### config.mk
export PLATFORM = sky130hd
export DESIGN_NAME = clkloss_ctrl
export DESIGN_NICKNAME = d
export VERILOG_FILES = /design/src/rtl/clkloss_pkg.sv /design/src/rtl/clkloss_edge_sync.sv /design/src/rtl/clkloss_timeout.sv /design/src/rtl/clkloss_rst_pulse.sv /design/src/rtl/clkloss_regs.sv /design/src/rtl/clkloss_ctrl.sv
export SDC_FILE = /design/constraint.sdc
export NUM_CORES = 1
export LEC_CHECK = 0
export ABC_CLOCK_PERIOD_IN_PS = 1370
export BUFFER_PORTS_ARGS = -buffer_cell sky130_fd_sc_hd__buf_2
export CAP_MARGIN = 0
export CORE_ASPECT_RATIO = 0.8
export CORE_MARGIN = 2
export CORE_UTILIZATION = 42
export DETAILED_ROUTE_END_ITERATION = 16
export GPL_ROUTABILITY_DRIVEN = 0
export PLACE_DENSITY_LB_ADDON = 0.3
export SKIP_CTS_REPAIR_TIMING = 1
export SYNTH_ARGS = -nofsm -noshare
export SYNTH_HDL_FRONTEND = slang
export SYNTH_SLANG_ARGS = --single-unit
### constraint.sdc
create_clock -name clk_ref -period 1.37 [get_ports clk_ref]
set_input_delay 0.137 -clock clk_ref [delete_from_list [all_inputs] [get_ports clk_ref]]
set_output_delay 0.137 -clock clk_ref [all_outputs]
set_load 0.02 [all_outputs]
### src/rtl/clkloss_pkg.sv
// Package: shared register layout for the main-clock loss detector.
// Assumes a packed struct whose LSB is bit0 of the register.
package clkloss_pkg;
    localparam int REG_W = 8;
    localparam int CTL_W = 4;

    typedef struct packed {
        logic loss;      // bit3: sticky loss flag
        logic rst_en;    // bit2: reset request allowed
        logic armed;     // bit1: detection armed
        logic stab_skip; // bit0: skip preload on stop exit
    } ctl_t;
endpackage

### src/rtl/clkloss_edge_sync.sv
// Module: brings the watched clock into the reference domain and flags
// each level change. Assumes STAGES >= 2. One extra history flop follows
// the synchroniser, so a change shows on toggle_o STAGES-1 edges after capture.
module clkloss_edge_sync #(
    parameter int STAGES = 2
) (
    input  logic clk,
    input  logic rst_n,
    input  logic din,
    output logic toggle_o
);
    localparam int LAST = STAGES;

    logic [LAST:0] shr;

    // first stage captures the asynchronous input
    always_ff @(posedge clk) begin
        if (!rst_n) shr[0] <= 1'b0;
        else        shr[0] <= din;
    end

    genvar gi;
    generate
        for (gi = 1; gi <= LAST; gi++) begin : g_stage
            // each later stage delays the previous one by a cycle
            always_ff @(posedge clk) begin
                if (!rst_n) shr[gi] <= 1'b0;
                else        shr[gi] <= shr[gi-1];
            end
        end
    endgenerate

    assign toggle_o = shr[LAST] ^ shr[LAST-1];
endmodule

### src/rtl/clkloss_timeout.sv
// Module: counts reference cycles without a main-clock toggle and fires a
// single-cycle loss strobe when TIMEOUT is reached. The count saturates, so
// it fires once per stop until a toggle arrives or detection is disarmed.
module clkloss_timeout #(
    parameter int TIMEOUT = 16
) (
    input  logic clk,
    input  logic rst_n,
    input  logic armed,
    input  logic toggle,
    output logic lost_o
);
    localparam int CW = $clog2(TIMEOUT + 1);
    localparam logic [CW-1:0] LIMIT = CW'(TIMEOUT);
    localparam logic [CW-1:0] LAST  = CW'(TIMEOUT - 1);

    logic [CW-1:0] cnt;

    // silence counter: restart on toggle or disarm, saturate at LIMIT
    always_ff @(posedge clk) begin
        if (!rst_n)                cnt <= '0;
        else if (!armed || toggle) cnt <= '0;
        else if (cnt != LIMIT)     cnt <= cnt + 1'b1;
    end

    assign lost_o = armed && !toggle && (cnt == LAST);

    AST_CNT_CLEAR_ON_TOGGLE: assert property (@(posedge clk) disable iff (!rst_n)
        toggle |=> (cnt == '0));
    AST_CNT_BOUNDED: assert property (@(posedge clk) disable iff (!rst_n)
        cnt <= LIMIT);
    AST_LOST_ONCE: assert property (@(posedge clk) disable iff (!rst_n)
        lost_o |=> !lost_o);
endmodule

### src/rtl/clkloss_rst_pulse.sv
// Module: stretches a start strobe into a request that lasts exactly
// PULSE_LEN reference cycles. Assumes no new start while the request is high.
module clkloss_rst_pulse #(
    parameter int PULSE_LEN = 8
) (
    input  logic clk,
    input  logic rst_n,
    input  logic start,
    output logic req_o
);
    localparam int PW = $clog2(PULSE_LEN + 1);
    localparam logic [PW-1:0] LOAD = PW'(PULSE_LEN);

    logic [PW-1:0] left;

    // remaining cycles of the request
    always_ff @(posedge clk) begin
        if (!rst_n)           left <= '0;
        else if (start)       left <= LOAD;
        else if (left != '0)  left <= left - 1'b1;
    end

    assign req_o = (left != '0);

    AST_REQ_FROM_START: assert property (@(posedge clk) disable iff (!rst_n)
        $rose(req_o) |-> $past(start));
    AST_REQ_HOLDS: assert property (@(posedge clk) disable iff (!rst_n)
        (left > 1) |=> req_o);
endmodule

### src/rtl/clkloss_regs.sv
// Module: control/status register and the reset and clear rules. A loss
// strobe has priority over a write in the same cycle. Writes are dropped
// while the block's own reset request is active.
module clkloss_regs
    import clkloss_pkg::*;
(
    input  logic       clk,
    input  logic       rst_n,
    input  logic       wr,
    input  logic [2:0] wdata,
    input  logic       lost,
    input  logic       busy,
    input  logic       stop_exit,
    output ctl_t       ctl_o,
    output logic       rst_start_o,
    output logic       preload_o
);
    ctl_t ctl;
    logic wr_ok;

    assign wr_ok       = wr && !busy;
    assign rst_start_o = lost && ctl.rst_en;

    // register update: loss first, then software writes
    always_ff @(posedge clk) begin
        if (!rst_n) begin
            ctl <= '0;
        end else if (lost) begin
            ctl.loss <= 1'b1;
            if (ctl.rst_en) begin
                ctl.rst_en    <= 1'b0;
                ctl.stab_skip <= 1'b0;
            end
        end else if (wr_ok) begin
            ctl.stab_skip <= wdata[0];
            ctl.armed     <= wdata[1];
            ctl.rst_en    <= wdata[2];
            if (!wdata[1]) ctl.loss <= 1'b0;
        end
    end

    // preload request one cycle after leaving stop mode
    always_ff @(posedge clk) begin
        if (!rst_n) preload_o <= 1'b0;
        else        preload_o <= stop_exit && !ctl.stab_skip;
    end

    assign ctl_o = ctl;

    AST_LOSS_STICKY: assert property (@(posedge clk) disable iff (!rst_n)
        ctl.loss && !(wr_ok && !wdata[1]) |=> ctl.loss);
    AST_ARMED_SURVIVES: assert property (@(posedge clk) disable iff (!rst_n)
        lost |=> ctl.armed && ctl.loss);
    AST_SELF_RST_CLEARS: assert property (@(posedge clk) disable iff (!rst_n)
        rst_start_o |=> !ctl.rst_en && !ctl.stab_skip);
    AST_BUSY_FREEZE: assert property (@(posedge clk) disable iff (!rst_n)
        busy && !lost |=> $stable(ctl));
    AST_PRELOAD_GATED: assert property (@(posedge clk) disable iff (!rst_n)
        preload_o |-> $past(!ctl.stab_skip && stop_exit));
endmodule

### src/rtl/clkloss_ctrl.sv
// Module: top of the main-clock loss detector. Everything is clocked by the
// free-running reference clock. main_clk is sampled as data. Assumes the
// reference clock runs while the main clock is stopped.
module clkloss_ctrl #(
    parameter int         SYNC_STAGES = 2,
    parameter int         TIMEOUT     = 16,
    parameter int         PULSE_LEN   = 8,
    parameter logic [7:0] TMR_LOAD    = 8'h01,
    parameter logic [7:0] PRE_LOAD    = 8'hFF
) (
    input  logic       clk_ref,
    input  logic       rst_ext_n,
    input  logic       main_clk,
    input  logic       reg_wr,
    input  logic [7:0] reg_wdata,
    output logic [7:0] reg_rdata,
    input  logic       stop_exit,
    output logic       int_rst_req,
    output logic       preload_req,
    output logic [7:0] tmr_load_val,
    output logic [7:0] pre_load_val
);
    import clkloss_pkg::*;

    logic toggle;
    logic lost;
    logic rst_start;
    ctl_t ctl;
    logic unused_wdata_hi;

    assign unused_wdata_hi = ^reg_wdata[7:3];

    clkloss_edge_sync #(.STAGES(SYNC_STAGES)) u_sync (
        .clk      (clk_ref),
        .rst_n    (rst_ext_n),
        .din      (main_clk),
        .toggle_o (toggle)
    );

    clkloss_timeout #(.TIMEOUT(TIMEOUT)) u_tmo (
        .clk    (clk_ref),
        .rst_n  (rst_ext_n),
        .armed  (ctl.armed),
        .toggle (toggle),
        .lost_o (lost)
    );

    clkloss_regs u_regs (
        .clk         (clk_ref),
        .rst_n       (rst_ext_n),
        .wr          (reg_wr),
        .wdata       (reg_wdata[2:0]),
        .lost        (lost),
        .busy        (int_rst_req),
        .stop_exit   (stop_exit),
        .ctl_o       (ctl),
        .rst_start_o (rst_start),
        .preload_o   (preload_req)
    );

    clkloss_rst_pulse #(.PULSE_LEN(PULSE_LEN)) u_pulse (
        .clk   (clk_ref),
        .rst_n (rst_ext_n),
        .start (rst_start),
        .req_o (int_rst_req)
    );

    assign reg_rdata    = {{(REG_W-CTL_W){1'b0}}, ctl};
    assign tmr_load_val = TMR_LOAD;
    assign pre_load_val = PRE_LOAD;

    AST_DISARMED_QUIET: assert property (@(posedge clk_ref) disable iff (!rst_ext_n)
        !ctl.armed && !int_rst_req |=> !int_rst_req);
    AST_LOSS_NEEDS_ARMED: assert property (@(posedge clk_ref) disable iff (!rst_ext_n)
        $rose(reg_rdata[3]) |-> $past(ctl.armed));
endmodule

==> results.toml <==
[status]
status = "finished with violations"
violations = "setup timing"

[grt]
grt_pass1_vias = 617
grtUsageMet1 = 0.160
use_met3 = 0.0540
grt_remaining_overflow = 0
grt_use_total = 0.137
grt_start_max_net_pins = 11
top_usage_layer = "met2"
grt_use_met2 = 0.242
grt_pass1_wl_um = 2670
antenna_found_initial = 0

[worst_setup_path]
crit_path_cell_trace = "inv_2 -> ha_4 -> or3b_4 -> buf_6"
timing.rr.end = "u_pulse.left[1]"
crit_type = "reg2out"
r2r_start = "u_pulse.left[1]"
crit_start = "u_pulse.left[1]"
endpoint_kind = "output port"
worstPathRequired_ns = 1.23
cp_max_fo = 4
cp_slowest_cell = "or3b_4"
crit_path_start_kind = "register"
critPathMaxStageDelay_ns = 0.41
reg2reg_slack_ns = -0.12
worstRegToRegCells = 6
cp.arrival_ns = 1.41
crit_path_end = "int_rst_req"

[sta]
rsz0062_at_grt = "true"
finalCriticalPeriod_ns = 1.55
worst_slack_ns = -0.177
clock.fmax_ghz = 0.646
setup_violations = 3
setup_tns_ns = -0.305
skew_ns = 0.00674
hold_violations = 0
finalMaxSlewViolations = 0
finalCritPeriodShare = 1.13
hold_ws_ns = 0.0589

[clock_network]
cts_inserted_buffers = 3
cts_max_level = 1
cts_tree = "yes"
clkTransAtPathRegs_ns = 0.10
clkLatencyLatePin_ns = 0.29
cts_buffer_depth = 2
cts.sinks = 17
cts.root.buffer_cell = "clkbuf_4"

[yosys]
syn_inst = 102
synthesis.area_um2 = 923
synth_top_area_cell = "dfxtp_1"
synthTopCellsByArea = "dfxtp_1 (37%), buf_4 (17%), ha_1 (6.8%)"
synth_cell_types = 27
ys_ff_latch = 17
yosysSeqAreaShare = 0.369
synthMuxAreaShare = 0.0447
synth_fa_ha_area_frac = 0.0678
synth.top_cell.area_share = 0.369
ys_warn_count = 0
synth_xor_area_frac = 0.0664
synth_compound_area_frac = 0.0732
syn_avg_cell_area_um2 = 9.05
synth_top_family_by_area = "buffers and inverters"
synth-simple-area-share = 0.154

[route]
antenna_left = 0
drt-total-wl_um = 1630
wire_per_inst_um = 10.9
vias = 664
vias_per_cell = 4.46
dr.pass1.iters = 2
dr.first_iter.drc_count = 2
drcViolationCount = 0

[floorplan]
dieWidth_um = 56.4
initial_core_util = 0.435
rows = 15
fp.coreArea_um2 = 2120
dieArea_um2 = 2590
pin_count = 39
die_h_um = 45.9

[final_layout]
finalNetCount = 143
fin_util = 0.543
area_delta_synth_final_pct = 24.7
diodes = 0
drive_gt1_frac = 0.395
post-route-cell-area_um2 = 1150

[power_and_ir_drop]
ir_worst_vdd_mv = 0.950
p_switching_mw = 0.674
leakage_nw = 0.501
pwr-share-seq = 0.369
powerDensity_nw_per_um2 = 1590
clock_power_share = 0.149
p_sw_frac = 0.368
combPwrFrac = 0.482
p_int_mw = 1.16

[place]
dpl_cell_area_um2 = 973
port_buffers = 13
dp_hpwl_um = 1160

[job]
maxCapViolations = 0

[hold_path]
worstHoldPathType = "in2reg"
-- power by group through the flow --
stage | combinational (mW) | sequential (mW) | clock [mW]
6_report | 0.883 | 0.675 | 0.272
5_1_grt | 0.969 | 0.690 | 0.303
4_1_cts | 0.645 | 0.644 | 0.282
3_5_place_dp | 0.643 | 0.655 | 0
3_3_place_gp | 0.630 | 0.650 | 0
2_1_floorplan | 0.560 | 0.668 | 0
-- layer usage --
| layer | share of wire | routed length [um] | vias to the layer above |
|---|---|---|---|
| met5 | 0 | 0 | - |
| met4 | 0.0068 | 11 | 0 |
| met3 | 0.054 | 88 | 2 |
| met2 | 0.51 | 826 | 19 |
| met1 | 0.43 | 701 | 308 |
| li1 | - | - | 335 |
-- through the flow --
step                      instances  total power, mW  setup WS [ns]
after CTS                       146             1.57         -0.332
after global placement          142             1.28        -0.0939
final                           149             1.83         -0.177
after global routing            149             1.96         -0.230
after detailed placement        142             1.30         -0.136
after floorplan                 120             1.23       -0.00370
-- registers in the layout, indices dropped and copies added, names as in the netlist --
| name | flops |
|---|---|
| u_regs.ctl_o | 4 |
| u_tmo.cnt | 5 |
| u_regs.preload_o | 1 |
| u_sync.shr | 3 |
| u_pulse.left | 4 |
-- worst min-delay path by stage --
stage | end | start | depth (start not counted) | slack [ns]
after global placement | u_sync.shr[0] | main_clk | 2 | 0.35
after floorplan | u_regs.preload_o | stop_exit | 2 | 0.26
after CTS | u_regs.preload_o | stop_exit | 3 | 0.05
after global routing | u_regs.preload_o | stop_exit | 3 | 0.08
after detailed placement | u_regs.preload_o | stop_exit | 3 | 0.37
final | u_regs.preload_o | stop_exit | 3 | 0.06
-- layout make-up --
class                           instances  area [um^2]
Fill cell                             207          970
Multi-Input combinational cell         71          554
Sequential cell                        17          345
Timing Repair Buffer                   23          158
Inverter                                9         36.3
Tap cell                               25         31.3
Clock buffer                            4         26.3
-- worst max-delay path: cells and delay by family, from the launching register on --
family	cells	cell delay (ns)
and+or+nand+nor	1	0.41
DFF	1	0.34
buffers and inverters	2	0.22
adders and majority gates	1	0.15
-- cells in the final DEF, fill, tap and decap left out, types with 2 or more instances in the layout --
cell / netlist / layout
buf_2: 0 / 12
buf_6: 0 / 4
dfxtp_1: 17 / 13
o211ai_1: 2 / 2
clkbuf_4: 0 / 3
and2_1: 3 / 3
conb_1: 2 / 20
inv_2: 0 / 3
nor2_1: 8 / 7
ha_4: 0 / 4
dfxtp_2: 0 / 4
buf_4: 21 / 7
xnor2_1: 4 / 3
a21oi_1: 3 / 3
nor3_1: 2 / 2
mux2i_1: 3 / 3
nand2_1: 2 / 2
nand3_1: 4 / 3
inv_1: 9 / 5
xor2_1: 3 / 3
-- kinds of logic after synthesis --
family          after synthesis
xor+xnor                      7
compound gates               10
other cells                   2
buf+inv                      32
mux                           4
simple gates                 25
flops                        17
fa+ha+maj                     5
-- Yosys cell counts --
cell type / number
ha_1: 5
xor2_1: 3
buf_4: 21
clkbuf_2: 1
nor3_1: 2
xnor2_1: 4
clkbuf_1: 1
o21ai_0: 2
conb_1: 2
and3_1: 2
mux2i_1: 3
a211oi_2: 1
nand2_1: 2
nand2b_1: 1
and4bb_1: 1
a221oi_1: 1
nor2_1: 8
inv_1: 9
nand4bb_2: 1
nand3_1: 4
a21oi_1: 3
o211ai_1: 2
and2_1: 3
a31oi_1: 1
or3b_1: 1
mux2_1: 1
dfxtp_1: 17
(Power assumes the default switching activity.)
